--- src/rtl/lp_pkg.sv ---
package lp_pkg;

  typedef enum logic [2:0] {
    ST_RUN, ST_SLEEP, ST_STOP, ST_STOP_WAKE, ST_STANDBY, ST_STBY_EXIT
  } lp_state_e;

  typedef struct packed {
    logic cpu_clk;
    logic core_clk;
    logic hsi;
    logic hse;
    logic reg_on;
    logic reg_lp;
    logic pwr_on;
    logic rst_req;
  } lp_ctl_t;

  // Low-power state selected by the control bits at entry.
  function automatic lp_state_e pick_target(input logic deep, input logic pdown);
    if (!deep)      return ST_SLEEP;
    else if (pdown) return ST_STANDBY;
    else            return ST_STOP;
  endfunction

  // Reported mode code: 0 Run, 1 Sleep, 2 Stop, 3 Standby.
  function automatic logic [1:0] state_to_mode(input lp_state_e s);
    case (s)
      ST_SLEEP:                 return 2'd1;
      ST_STOP, ST_STOP_WAKE:    return 2'd2;
      ST_STANDBY, ST_STBY_EXIT: return 2'd3;
      default:                  return 2'd0;
    endcase
  endfunction

  // Clock and power policy per state.
  function automatic lp_ctl_t state_ctl(input lp_state_e s, input logic lp_sel);
    lp_ctl_t c;
    c = '{cpu_clk: 1'b1, core_clk: 1'b1, hsi: 1'b1, hse: 1'b1,
          reg_on: 1'b1, reg_lp: 1'b0, pwr_on: 1'b1, rst_req: 1'b0};
    case (s)
      ST_SLEEP: c.cpu_clk = 1'b0;
      ST_STOP: begin
        c.cpu_clk = 1'b0; c.core_clk = 1'b0; c.hsi = 1'b0; c.hse = 1'b0;
        c.reg_lp = lp_sel;
      end
      ST_STOP_WAKE: begin
        c.cpu_clk = 1'b0; c.core_clk = 1'b0; c.hse = 1'b0;
      end
      ST_STANDBY: begin
        c.cpu_clk = 1'b0; c.core_clk = 1'b0; c.hsi = 1'b0; c.hse = 1'b0;
        c.reg_on = 1'b0; c.pwr_on = 1'b0;
      end
      ST_STBY_EXIT: begin
        c.cpu_clk = 1'b0; c.core_clk = 1'b0; c.hse = 1'b0;
        c.rst_req = 1'b1;
      end
      default: ;
    endcase
    return c;
  endfunction

  // Counter width able to hold values 0 .. n-1.
  function automatic int cnt_w(input int n);
    return (n <= 2) ? 1 : $clog2(n);
  endfunction

endpackage

--- src/rtl/lp_wkpin_sync.sv ---
module lp_wkpin_sync #(
  parameter int SYNC_STAGES = 2
) (
  input  logic clk,
  input  logic rst_n,
  input  logic pin_i,
  output logic rise_o
);
  // SYNC_STAGES synchroniser flops plus one history flop for edge detection.
  logic [SYNC_STAGES:0] sh_q;

  always_ff @(posedge clk or negedge rst_n) begin
    if (!rst_n) sh_q <= '0;
    else        sh_q <= {sh_q[SYNC_STAGES-1:0], pin_i};
  end

  assign rise_o = sh_q[SYNC_STAGES-1] & ~sh_q[SYNC_STAGES];
endmodule

--- src/rtl/lp_osc_settle.sv ---
module lp_osc_settle #(
  parameter int SETTLE_CYC = 4
) (
  input  logic clk,
  input  logic rst_n,
  input  logic active_i,
  input  logic rdy_i,
  output logic done_o
);
  localparam int CW = lp_pkg::cnt_w(SETTLE_CYC);
  localparam logic [CW-1:0] LAST = CW'(SETTLE_CYC - 1);

  logic [CW-1:0] cnt_q;

  assign done_o = active_i & rdy_i & (cnt_q == LAST);

  always_ff @(posedge clk or negedge rst_n) begin
    if (!rst_n)                           cnt_q <= '0;
    else if (!active_i || !rdy_i || done_o) cnt_q <= '0;
    else                                  cnt_q <= cnt_q + 1'b1;
  end
endmodule

--- src/rtl/lp_mode_fsm.sv ---
module lp_mode_fsm
  import lp_pkg::*;
(
  input  logic      clk,
  input  logic      rst_n,
  input  logic      cfg_deep_i,
  input  logic      cfg_pdown_i,
  input  logic      cfg_lpreg_i,
  input  logic      wfi_i,
  input  logic      wfe_i,
  input  logic      soe_req_i,
  input  logic      irq_pend_i,
  input  logic      wake_evt_i,
  input  logic      stop_wake_i,
  input  logic      settle_done_i,
  input  logic      stby_wake_i,
  output lp_state_e state_o,
  output logic      lp_sel_o,
  output logic      flag_o
);
  lp_state_e state_q, state_d;
  logic      by_wfe_q, by_wfe_d;
  logic      lp_q, lp_d;
  logic      flag_q;

  always_comb begin
    state_d  = state_q;
    by_wfe_d = by_wfe_q;
    lp_d     = lp_q;
    case (state_q)
      ST_RUN: begin
        if (wfi_i || wfe_i) begin
          state_d  = pick_target(cfg_deep_i, cfg_pdown_i);
          by_wfe_d = wfe_i & ~wfi_i;
          lp_d     = cfg_lpreg_i;
        end else if (soe_req_i) begin
          state_d  = ST_SLEEP;
          by_wfe_d = 1'b0;
        end
      end
      ST_SLEEP: begin
        if (by_wfe_q ? wake_evt_i : irq_pend_i) state_d = ST_RUN;
      end
      ST_STOP:      if (stop_wake_i)   state_d = ST_STOP_WAKE;
      ST_STOP_WAKE: if (settle_done_i) state_d = ST_RUN;
      ST_STANDBY:   if (stby_wake_i)   state_d = ST_STBY_EXIT;
      ST_STBY_EXIT: state_d = ST_RUN;
      default:      state_d = ST_RUN;
    endcase
  end

  always_ff @(posedge clk or negedge rst_n) begin
    if (!rst_n) begin
      state_q  <= ST_RUN;
      by_wfe_q <= 1'b0;
      lp_q     <= 1'b0;
      flag_q   <= 1'b0;
    end else begin
      state_q  <= state_d;
      by_wfe_q <= by_wfe_d;
      lp_q     <= lp_d;
      if (state_q == ST_STBY_EXIT) flag_q <= 1'b1;
    end
  end

  assign state_o  = state_q;
  assign lp_sel_o = lp_q;
  assign flag_o   = flag_q;
endmodule

--- src/rtl/lp_mode_ctrl.sv ---
module lp_mode_ctrl
  import lp_pkg::*;
#(
  parameter int N_EXT       = 8,
  parameter int N_RX        = 2,
  parameter int SETTLE_CYC  = 4,
  parameter int SYNC_STAGES = 2
) (
  input  logic             clk,
  input  logic             rst_n,
  input  logic             cfg_deep_i,
  input  logic             cfg_pdown_i,
  input  logic             cfg_lpreg_i,
  input  logic             cfg_sleep_on_exit_i,
  input  logic             wfi_i,
  input  logic             wfe_i,
  input  logic             isr_exit_last_i,
  input  logic             irq_pend_i,
  input  logic             wake_evt_i,
  input  logic [N_EXT-1:0] ext_line_i,
  input  logic [N_EXT-1:0] ext_mask_i,
  input  logic [N_RX-1:0]  rx_wake_i,
  input  logic             wkup_pin_i,
  input  logic             rtc_alarm_i,
  input  logic             ext_rst_i,
  input  logic             wdog_rst_i,
  input  logic             osc_rdy_i,
  output logic [1:0]       mode_o,
  output logic             cpu_clk_en_o,
  output logic             core_clk_en_o,
  output logic             hsi_en_o,
  output logic             hse_en_o,
  output logic             reg_on_o,
  output logic             reg_lp_o,
  output logic             core_pwr_on_o,
  output logic             sys_rst_req_o,
  output logic             standby_flag_o
);
  // Named internal events, also observed by the bound checker.
  logic      pin_rise;
  logic      stop_wake;
  logic      stby_wake;
  logic      soe_req;
  logic      entry_req;
  logic      settle_done;
  logic      in_settle;
  logic      lp_sel;
  lp_state_e state;
  lp_ctl_t   ctl;

  assign stop_wake = (|(ext_line_i & ext_mask_i)) | (|rx_wake_i);
  assign stby_wake = pin_rise | rtc_alarm_i | ext_rst_i | wdog_rst_i;
  assign soe_req   = cfg_sleep_on_exit_i & isr_exit_last_i;
  assign entry_req = wfi_i | wfe_i | soe_req;
  assign in_settle = (state == ST_STOP_WAKE);

  lp_wkpin_sync #(.SYNC_STAGES(SYNC_STAGES)) u_pin (
    .clk    (clk),
    .rst_n  (rst_n),
    .pin_i  (wkup_pin_i),
    .rise_o (pin_rise)
  );

  lp_osc_settle #(.SETTLE_CYC(SETTLE_CYC)) u_settle (
    .clk      (clk),
    .rst_n    (rst_n),
    .active_i (in_settle),
    .rdy_i    (osc_rdy_i),
    .done_o   (settle_done)
  );

  lp_mode_fsm u_fsm (
    .clk           (clk),
    .rst_n         (rst_n),
    .cfg_deep_i    (cfg_deep_i),
    .cfg_pdown_i   (cfg_pdown_i),
    .cfg_lpreg_i   (cfg_lpreg_i),
    .wfi_i         (wfi_i),
    .wfe_i         (wfe_i),
    .soe_req_i     (soe_req),
    .irq_pend_i    (irq_pend_i),
    .wake_evt_i    (wake_evt_i),
    .stop_wake_i   (stop_wake),
    .settle_done_i (settle_done),
    .stby_wake_i   (stby_wake),
    .state_o       (state),
    .lp_sel_o      (lp_sel),
    .flag_o        (standby_flag_o)
  );

  always_comb ctl = state_ctl(state, lp_sel);

  assign mode_o        = state_to_mode(state);
  assign cpu_clk_en_o  = ctl.cpu_clk;
  assign core_clk_en_o = ctl.core_clk;
  assign hsi_en_o      = ctl.hsi;
  assign hse_en_o      = ctl.hse;
  assign reg_on_o      = ctl.reg_on;
  assign reg_lp_o      = ctl.reg_lp;
  assign core_pwr_on_o = ctl.pwr_on;
  assign sys_rst_req_o = ctl.rst_req;
endmodule

--- config.mk ---
export PLATFORM = sky130hd
export DESIGN_NAME = lp_mode_ctrl
export DESIGN_NICKNAME = d
export VERILOG_FILES = /design/src/rtl/lp_pkg.sv /design/src/rtl/lp_wkpin_sync.sv /design/src/rtl/lp_osc_settle.sv /design/src/rtl/lp_mode_fsm.sv /design/src/rtl/lp_mode_ctrl.sv
export SDC_FILE = /design/constraint.sdc
export NUM_CORES = 1
export LEC_CHECK = 0
export BUFFER_PORTS_ARGS = -buffer_cell sky130_fd_sc_hd__buf_2
export CAP_MARGIN = 20
export CORE_MARGIN = 5
export CORE_UTILIZATION = 42
export CTS_CLUSTER_DIAMETER = 40
export DETAILED_ROUTE_END_ITERATION = 6
export PLACE_DENSITY = 0.83
export SLEW_MARGIN = 40
export SYNTH_ARGS = -nofsm -noshare
export SYNTH_HDL_FRONTEND = slang
export SYNTH_SLANG_ARGS = --single-unit
export TNS_END_PERCENT = 20
--- constraint.sdc ---
create_clock -name clk -period 2.6 [get_ports clk]
set_input_delay 0.13 -clock clk [delete_from_list [all_inputs] [get_ports clk]]
set_output_delay 0.13 -clock clk [all_outputs]
set_load 0.01 [all_outputs]
==> metrics.txt <==
DP Wirelength=1400 um; nets@finish=144; Via density=5.11; status=finished clean; Setup Buffers After CTS=0; fin crit share=61.2%; CTS max path bufs=2; Rows=13; clk_lat worst skew=270 ps; # resized after CTS=0; IO Port Bufs=44; syn nets=98; Net Sw Frac=38.6%; Yosys reg bits=11; commonest non-fill, non-tap cell in the layout=buf_2; initial DRC count=12; CTS sink cnt=11; switching power=0.276 mW; Placer Congestion=0.804; Vias=628; Inserted Diodes=0; largest net degree at the start of global routing=14; drc violations=0; Critical Path End Type=flop; fraction of layout instances using a drive strength above 1=48.1%; most frequent cells in the layout=buf_2, dfrtp_1, nor2_1; finished layout cell area=877 um^2; DIE HEIGHT=48.4 um; Critical Path Source Type=flop; register share of total power=40.0%; RSZ-0062 raised after global routing=false; Synth Warn #=0; worst hold-check path type=input port to flop; total die area=0.00234 mm^2; I/O pin count=45; antenna viol nets, final=0; maximum clock frequency=0.629 GHz; Crit path required time=2780 ps; number of fill cells in the layout=121; sequential share of the synthesized area=44.4%; Max-Cap Viols=0; number of global-route vias before repair=649; Main synth FF type=dfrtp_1; initial antenna violation count=0; first-pass GRT wire length=2750 um; Reg area=275 um^2; First-pass DRT Iterations=4; Initial Util=45.9%; pwr/cell area=816 mW/mm^2; Yosys cell types=35; clk root buf=clkbuf_4; Int Pwr=0.440 mW; Leak Pwr=0.464 nW; Comb pwr share=43.9%; syn_area_per_cell=9.83 um^2; Slew HR=74.7%; ys async rst share=100%; Post-Synthesis Cells=63; EDFF count, synth=0; Util after Layout=65.0%; WP data arrival=1770 ps; placed instance count=117; Final setup viols=0; cts bufs inserted=3; skew final=7.15 ps; Post-Route WL=1690 um; Post-DP Area=831 um^2; fin. max-slew vios=0; core area=0.00135 mm^2; CTS tree=done; area occupied by multi-input gates=302 um^2; post-route minimum period=1590 ps; Least-Margin Pin Slew=376 ps; Area Growth Syn to Fin=41.6%; H-tree Lvls=1; Power, Total=0.716 mW; worst vdd ir=0.000518 V; total congestion overflow=0; Synth Cell Area=619 um^2; Total GRT Usage=14.8%; CP max FO=13; Final Hold Viols=0; Die X=48.4 um; Avg WL per Cell=13.8 um; setup TNS=0 ps; Clk pwr share=16.2%; CP Class=flop to flop; clock-pin slew on the worst setup and hold paths=70 ps; Finished Layout Cells=123
==> final timing paths <==
| kind | slack, ps | depth (start not counted) | to | start |
|---|---|---|---|---|
| max | 1010 | 4 | u_fsm.state_o[0]$_DFFE_PN0P_ | u_fsm.state_o[1]$_DFFE_PN0P_ |
| min | 80 | 2 | u_fsm.lp_sel_o$_DFFE_PN0P_ | cfg_lpreg_i |
| max reg2reg | 1010 | 4 | u_fsm.state_o[0]$_DFFE_PN0P_ | u_fsm.state_o[1]$_DFFE_PN0P_ |
| min reg2reg | 360 | 0 | u_pin.sh_q[1]$_DFF_PN0_ | u_pin.sh_q[0]$_DFF_PN0_ |
| max in group asynchronous | 2130 | 2 | u_settle.cnt_q[0]$_DFF_PN0_ | rst_n |
| min in group asynchronous | 250 | 2 | u_pin.sh_q[2]$_DFF_PN0_ | rst_n |
==> flip-flops by register name, indices dropped and copies added (netlist names) <==
register        cells
u_fsm.flag_o        1
u_settle.cnt_q      2
u_fsm.state_o       3
u_fsm.lp_sel_o      1
u_fsm.by_wfe_q      1
u_pin.sh_q          3
==> Yosys cell counts (all sizes together), types with 2 or more instances <==
master,count,area (um^2)
nand2,3,11.3
mux2,2,26.3
a221oi,2,23.8
inv,4,15.0
buf,4,23.8
nor4,3,18.8
nor3,2,10.0
dfrtp,11,275
a21o,2,15.0
nand3,2,10.0
or3,2,17.5
nor2,5,18.8
nand2b,3,18.8
a21oi,3,15.0
==> power groups by stage <==
stage | Sequential (mW) | Combinational [mW] | Clock [mW]
2_1_floorplan | 0.247 | 0.249 | 0
3_3_place_gp | 0.282 | 0.305 | 0
3_5_place_dp | 0.287 | 0.315 | 0
4_1_cts | 0.284 | 0.319 | 0.119
5_1_grt | 0.295 | 0.345 | 0.128
6_report | 0.286 | 0.314 | 0.116
==> cell families (layout without fill, tap and decap cells) <==
| kind of cell | count (synthesis) | after routing | share of synthesized area, % |
|---|---|---|---|
| AOI/OAI and AO/OA | 15 | 15 | 18.6 |
| muxes | 2 | 2 | 4.24 |
| adders and majority gates | 1 | 1 | 2.02 |
| DFF | 11 | 11 | 44.4 |
| buffers and inverters | 9 | 54 | 6.87 |
| xor gates and xnor gates | 1 | 1 | 1.41 |
| and+or+nand+nor | 24 | 24 | 22.4 |
==> cell type report <==
type / instances / share of cell area [%]
Clock buffer: 4 / 3.00
Tap cell: 15 / 2.14
Timing Repair Buffer: 46 / 27.4
Sequential cell: 11 / 31.4
Multi-Input combinational cell: 43 / 34.4
Inverter: 4 / 1.71
==> worst max-delay path: stages, from the launching register on <==
cell	delay, ps
dfrtp_1	510
nand2b_1	240
or3_4	390
and4b_4	210
a221oi_2	160
==> routing by layer <==
metal  part of all wire [%]  wire (um)  GRT usage (%)
met5                      0          0              0
met4                   0.89         15           5.53
met3                     10        173           7.95
met2                     52        880           26.3
met1                     37        622           13.9
==> repair_timing <==
action | 4_1_cts | 5_1_grt
endpoints found under the setup margin | 0 | 0
endpoints found under the hold margin | 12 | 0
hold buffers | 2 | 0
==> per-stage QoR <==
step | hold slack, ps | setup WS (ps)
floorplan | -166 | 1160
global placement | 3.10 | 1060
finish | 80.6 | 1010
CTS | 78.5 | 1010
global route | 81.2 | 943
detailed placement | 12.1 | 1020
(Power assumes the default switching activity.)
